**src/rtl/vn_pkg.sv**
```systemverilog
package vn_pkg;
  typedef enum logic {
    PH_SEND   = 1'b0,
    PH_GATHER = 1'b1
  } vn_phase_e;
endpackage

```
**src/rtl/vn_llr_store.sv**
```systemverilog
module vn_llr_store #(
  parameter int LLR_W = 9,
  parameter int DEPTH = 180,
  localparam int AW = $clog2(DEPTH)
) (
  input  logic             clk,
  input  logic             rst,
  input  logic             ld_mode,
  input  logic             ld_shift,
  input  logic             ld_swap,
  input  logic [AW-1:0]    addr,
  input  logic [LLR_W-1:0] chain_in,
  output logic [LLR_W-1:0] chain_q,
  output logic [LLR_W-1:0] llr_rd
);
  logic [LLR_W-1:0] mem [DEPTH];
  logic             swap_en;

  assign swap_en = ld_mode && ld_swap;

  // Read-first memory: the old word leaves while the chain word enters
  always_ff @(posedge clk) begin
    if (swap_en) mem[addr] <= chain_q;
    llr_rd <= mem[addr];
  end

  always_ff @(posedge clk) begin
    if (rst) begin
      chain_q <= '0;
    end else if (ld_mode) begin
      if (ld_swap)       chain_q <= mem[addr];
      else if (ld_shift) chain_q <= chain_in;
    end
  end
endmodule

```
**src/rtl/vn_sum_store.sv**
```systemverilog
module vn_sum_store #(
  parameter int SUM_W = 9,
  parameter int MSG_W = 9,
  parameter int DEPTH = 180,
  localparam int AW = $clog2(DEPTH)
) (
  input  logic                    clk,
  input  logic                    rst,
  input  logic                    acc_en,
  input  logic                    first_visit,
  input  logic [AW-1:0]           addr,
  input  logic signed [MSG_W-1:0] msg,
  output logic signed [SUM_W-1:0] sum_now
);
  localparam int SW = SUM_W + 2;
  localparam logic signed [SW-1:0] S_MAX = SW'((1 <<< (SUM_W - 1)) - 1);

  logic signed [SUM_W-1:0] mem [DEPTH];
  logic signed [SUM_W-1:0] rd_q, wb_data, new_sum;
  logic signed [MSG_W-1:0] p_msg;
  logic signed [SW-1:0]    wide;
  logic [AW-1:0]           p_addr, wb_addr;
  logic                    p_acc, p_first, wb_vld;

  // Forward the write of the previous cycle, missed by the read-first port
  assign sum_now = (wb_vld && wb_addr == p_addr) ? wb_data : rd_q;

  always_comb begin
    if (p_first) wide = SW'(p_msg);
    else         wide = SW'(sum_now) + SW'(p_msg);
    if (wide > S_MAX)       new_sum = S_MAX[SUM_W-1:0];
    else if (wide < -S_MAX) new_sum = -S_MAX[SUM_W-1:0];
    else                    new_sum = wide[SUM_W-1:0];
  end

  always_ff @(posedge clk) begin
    rd_q <= mem[addr];
    if (p_acc) mem[p_addr] <= new_sum;
  end

  always_ff @(posedge clk) begin
    if (rst) begin
      p_acc  <= 1'b0;
      wb_vld <= 1'b0;
    end else begin
      p_acc  <= acc_en;
      wb_vld <= p_acc;
    end
    p_first <= first_visit;
    p_addr  <= addr;
    p_msg   <= msg;
    wb_addr <= p_addr;
    wb_data <= new_sum;
  end
endmodule

```
**src/rtl/vn_out_stage.sv**
```systemverilog
module vn_out_stage #(
  parameter int LLR_W = 9,
  parameter int SUM_W = 9,
  parameter int MSG_W = 9
) (
  input  logic                    clk,
  input  logic                    rst,
  input  logic                    go,
  input  logic                    zero_sum,
  input  logic [LLR_W-1:0]        llr_in,
  input  logic signed [SUM_W-1:0] sum_in,
  output logic                    out_vld,
  output logic [MSG_W-1:0]        out_msg,
  output logic                    hard
);
  localparam int TW = LLR_W + SUM_W + 2;
  localparam logic signed [TW-1:0] M_MAX = TW'((1 <<< (MSG_W - 1)) - 1);

  logic signed [TW-1:0] llr_x, sum_x, total, clamped;

  always_comb begin
    llr_x = TW'($signed(llr_in));
    sum_x = zero_sum ? '0 : TW'(sum_in);
    total = llr_x + sum_x;
    if (total > M_MAX)       clamped = M_MAX;
    else if (total < -M_MAX) clamped = -M_MAX;
    else                     clamped = total;
  end

  always_ff @(posedge clk) begin
    if (rst) begin
      out_vld <= 1'b0;
      out_msg <= '0;
      hard    <= 1'b0;
    end else begin
      out_vld <= go;
      if (go) begin
        out_msg <= clamped[MSG_W-1:0];
        hard    <= total[TW-1];
      end
    end
  end
endmodule

```
**src/rtl/vnode_core.sv**
```systemverilog
module vnode_core #(
  parameter int LLR_W = 9,
  parameter int SUM_W = 9,
  parameter int MSG_W = 9,
  parameter int DEPTH = 180,
  localparam int AW = $clog2(DEPTH)
) (
  input  logic             clk,
  input  logic             rst,
  input  logic             ld_mode,
  input  logic             ld_shift,
  input  logic             ld_swap,
  input  logic [LLR_W-1:0] chain_in,
  output logic [LLR_W-1:0] chain_out,
  input  logic [AW-1:0]    addr,
  input  logic             step,
  input  logic             phase,
  input  logic             first_iter,
  input  logic             first_visit,
  input  logic [MSG_W-1:0] in_msg,
  output logic             out_vld,
  output logic [MSG_W-1:0] out_msg,
  output logic             hard_bit
);
  import vn_pkg::*;

  logic                    step_ok, send_go, acc_en;
  logic                    send_p, first_p;
  logic [LLR_W-1:0]        llr_rd;
  logic signed [SUM_W-1:0] sum_now;

  assign step_ok = step && !ld_mode;
  assign send_go = step_ok && (vn_phase_e'(phase) == PH_SEND);
  assign acc_en  = step_ok && (vn_phase_e'(phase) == PH_GATHER);

  always_ff @(posedge clk) begin
    if (rst) send_p <= 1'b0;
    else     send_p <= send_go;
    first_p <= first_iter;
  end

  vn_llr_store #(.LLR_W(LLR_W), .DEPTH(DEPTH)) u_llr (
    .clk      (clk),
    .rst      (rst),
    .ld_mode  (ld_mode),
    .ld_shift (ld_shift),
    .ld_swap  (ld_swap),
    .addr     (addr),
    .chain_in (chain_in),
    .chain_q  (chain_out),
    .llr_rd   (llr_rd)
  );

  vn_sum_store #(.SUM_W(SUM_W), .MSG_W(MSG_W), .DEPTH(DEPTH)) u_sum (
    .clk         (clk),
    .rst         (rst),
    .acc_en      (acc_en),
    .first_visit (first_visit),
    .addr        (addr),
    .msg         ($signed(in_msg)),
    .sum_now     (sum_now)
  );

  vn_out_stage #(.LLR_W(LLR_W), .SUM_W(SUM_W), .MSG_W(MSG_W)) u_out (
    .clk      (clk),
    .rst      (rst),
    .go       (send_p),
    .zero_sum (first_p),
    .llr_in   (llr_rd),
    .sum_in   (sum_now),
    .out_vld  (out_vld),
    .out_msg  (out_msg),
    .hard     (hard_bit)
  );
endmodule

```
**config.mk**
```make
export PLATFORM = sky130hd
export DESIGN_NAME = vnode_core
export DESIGN_NICKNAME = d
export VERILOG_FILES = /design/src/rtl/vn_pkg.sv /design/src/rtl/vn_llr_store.sv /design/src/rtl/vn_sum_store.sv /design/src/rtl/vn_out_stage.sv /design/src/rtl/vnode_core.sv
export SDC_FILE = /design/constraint.sdc
export NUM_CORES = 2
export LEC_CHECK = 0
export ABC_AREA = 1
export BUFFER_PORTS_ARGS = -buffer_cell sky130_fd_sc_hd__buf_2
export CORE_MARGIN = 4
export CORE_UTILIZATION = 55
export DETAILED_ROUTE_END_ITERATION = 10
export PLACE_DENSITY_LB_ADDON = 0.05
export SETUP_SLACK_MARGIN = 0.3
export SKIP_CTS_REPAIR_TIMING = 1
export SYNTH_ARGS = -nofsm -noshare
export SYNTH_HDL_FRONTEND = slang
export SYNTH_SLANG_ARGS = --single-unit
```
**constraint.sdc**
```tcl
create_clock -name clk -period 13.71 [get_ports clk]
set_input_delay 0.6855 -clock clk [delete_from_list [all_inputs] [get_ports clk]]
set_output_delay 0.6855 -clock clk [all_outputs]
set_load 0.1 [all_outputs]
```
==> flow_summary.ini <==
[layout]
drive_gt1_share_pct = 6.88
area_delta_synth_final_pct = 10.2
nNetsFinal = 10900
fin_cells = 14300

[clock_tree]
htree_levels = 5
clk_pin_slew_ns = 0.06
numCtsBuffers = 350
cts_buffer_depth = 4
cts_tree = done
clock-sinks = 3317
clock_latency_ns = 0.94
root_buffer = clkbuf_16

[floorplanning]
core_area_um2 = 239000
die_area_um2 = 249000
fp.dieH_um = 499
ioPinCount = 55
rows = 179
start_util_pct = 55.5
die_x_um = 499

[placed_design]
post-dp-hpwl_mm = 217
io_buffers = 54
post-place-cells = 13600
gp_congestion = 0.860

[setup_path]
cp_slowest_cell = buf_4
required_ns = 14.32
crit_buf_inv = 5
crit_arrival_ns = 7.74
crit_chain = inv_1 -> nand2_1 -> o21ai_0 -> nor4_1 -> nand3_1 -> o21ai_0 -> ha_1 -> inv_1 -> fa_1 -> inv_1 -> nand3_1 -> nand2_1 -> nand2_1 -> or3_1 -> nand2_1 -> nand2_1 -> nand2_1 -> nand3_1 -> nand2_4 -> buf_4 -> buf_4
critPathLaunchType = register
path_common_cell = nand2_1
crit_type = register to register
endpoint_kind = register
crit_family = simple AND/OR/NAND/NOR gates
crit_path_max_fanout = 81
cp_slowest_stage_delay_ns = 0.81

[route]
first_pass_iters = 6
detail-route-antenna-nets = 0
dr.first_iter.drc_count = 9956
routed_wl_mm = 387
num_vias = 85600
post_drt_via_cell_ratio = 6.01
route.detailed.drc = 0
wl_per_cell_um = 27.2

[timing]
finalCriticalPeriod_ns = 7.13
hold_viol_final = 0
rsz0062_at_grt = no
fin_crit_sh_pct = 52.0
worst_pin_slew_ns = 1.28
maxSlewViolCount = 0
holdWs_ns = 0.0289
setup_viol = 0
skew_ns = 0.0569
maxSlewHeadroom_pct = 14.0
fin_tns_setup_ns = 0
fmax_mhz = 140

[power_and_ir_drop]
p_per_area_nw_per_um2 = 153
ir_drop_v = 0.000127
p_leak_nw = 52.1

[logic_synthesis]
synth_edf_count = 3240
synthTopCellsByArea = edfxtp_1 73%, nand2_1 12%, nand3_1 3.2%
yosys.area.top_type = edfxtp_1
syn_nets = 10900
ys_types = 46
synth-seq-area-share_pct = 74.6
avgSynthCellArea_um2 = 12.2
yosys.area.top_type_share_pct = 73.5
async_flop_share_pct = 0
synth_flop_cell = edfxtp_1
yosys_warnings = 0
synth_area_um2 = 132000
syn_inst = 10900
ys_seq_elements = 3317

[run]
maxCapViolations = 0

[global_route]
globalRouteTotalUtil_pct = 30.4
grt_max_degree = 155
antenna_found_initial = 13
grt_pass1_vias = 80600
grt_pass1_wl_mm = 559
grt-ovfl-total = 0

[worst_hold_path]
hold_path.class = input pin to register

[outcome]
status = finished clean
-- where the power goes --
part / internal, mW / switching [mW]
combinational: 0.285 / 1.35
sequential: 11.6 / 0.0473
clock: 5.27 / 3.82
total: 17.1 / 5.21
-- worst min-delay path: stages --
cell and delay (ns):
buf_2 0.10, inv_1 0.06, nor4_1 0.07
-- cell families after synthesis --
logic type | count (synthesis) | share of synthesized area (%)
AO/OA/AOI/OAI | 906 | 4.48
XOR/XNOR | 9 | 0.0595
AND/OR/NAND/NOR | 5867 | 17.8
adder cells (fa/ha/maj) | 21 | 0.215
buffers and inverters | 740 | 2.79
flip-flops | 3317 | 74.6
-- Yosys cell counts (2+ instances only) --
cell / count
o21ai_1: 14
a22oi_1: 413
edfxtp_1: 3240
or2_0: 3
nand3_1: 852
o31ai_1: 10
dfxtp_1: 77
a31oi_1: 234
or2_2: 35
nor4_1: 3
buf_1: 44
nand2_1: 4060
xnor2_1: 3
inv_1: 98
nor2_1: 741
xor2_1: 6
nor3_1: 34
inv_2: 3
a41oi_1: 4
or2_1: 39
a21oi_1: 103
o211ai_1: 2
buf_4: 60
fa_1: 3
buf_6: 33
nand4_1: 92
nor3_2: 3
buf_2: 350
ha_1: 18
o21ai_0: 117
nor2_8: 2
clkinv_1: 5
a21o_1: 3
clkbuf_1: 144
-- cells in the final DEF, fill, tap and decap left out, types with 4 or more instances in the layout --
master	n
o21ai_1	14
edfxtp_1	3240
a41oi_1	4
xor2_1	6
o31ai_1	10
buf_12	13
dlygate4sd3_1	13
clkbuf_16	358
inv_1	95
inv_2	4
bufinv_16	23
nor2_4	4
o21ai_0	117
clkbuf_1	76
or2_2	35
ha_1	18
buf_2	52
diode_2	10
or2_1	39
dfxtp_4	9
a22oi_1	413
nand2_2	17
nand2_4	9
clkinv_1	89
a21oi_1	102
nand4_1	92
clkbuf_8	13
inv_6	8
nand3_1	852
clkinv_2	52
dfxtp_1	68
nand2_1	4034
buf_4	145
nor2_1	736
nor3_1	34
a31oi_1	234
-- final timing paths --
kind / from / end / slack [ns] / depth (start not counted)
min reg2reg: u_sum.p_addr[7] / u_sum.wb_addr[7] / 0.39 / 0
min: step / u_sum.p_acc / 0.03 / 3
max: u_sum.p_addr[3] / u_sum.mem[27][4] / 6.58 / 21
max reg2reg: u_sum.p_addr[3] / u_sum.mem[27][4] / 6.58 / 21
-- flip-flops by register name, indices dropped and copies added, names as in the netlist --
| name | flops |
|---|---|
| first_p | 1 |
| send_p | 1 |
| u_llr.chain_q | 9 |
| u_llr.llr_rd | 9 |
| u_llr.mem | 1620 |
| u_out.hard | 1 |
| u_out.out_msg | 9 |
| u_out.out_vld | 1 |
| u_sum.mem | 1620 |
| u_sum.p_acc | 1 |
| u_sum.p_addr | 8 |
| u_sum.p_first | 1 |
| u_sum.p_msg | 9 |
| u_sum.rd_q | 9 |
| u_sum.wb_addr | 8 |
| u_sum.wb_data | 9 |
| u_sum.wb_vld | 1 |
-- through the flow --
step           setup WS, ns  instance area (um^2)  power (mW)  utilization (%)
5_1_grt                6.01                146000        22.9             61.1
4_1_cts                6.60                146000        22.4             61.1
2_1_floorplan          1.86                132000        12.8                -
6_report               6.58                146000        22.3             61.1
3_3_place_gp           6.75                135000        13.4             56.5
3_5_place_dp           6.64                135000        13.4             56.5
-- area by class of cell --
| class | instances | area, um^2 |
|---|---|---|
| Antenna cell | 10 | 25.0 |
| Clock buffer | 447 | 9420 |
| Clock inverter | 173 | 1420 |
| Fill cell | 18700 | 92800 |
| Inverter | 108 | 437 |
| Multi-Input combinational cell | 6803 | 30100 |
| Sequential cell | 3317 | 98900 |
| Tap cell | 3167 | 3960 |
| Timing Repair Buffer | 225 | 1770 |
-- layer usage --
layer  part of all wire (%)  global-route usage [%]
met1                     40                    42.5
met2                     47                    48.0
met3                    8.1                    4.38
met4                    5.0                    13.7
met5                 0.0090                       0
(Power assumes the default switching activity.)
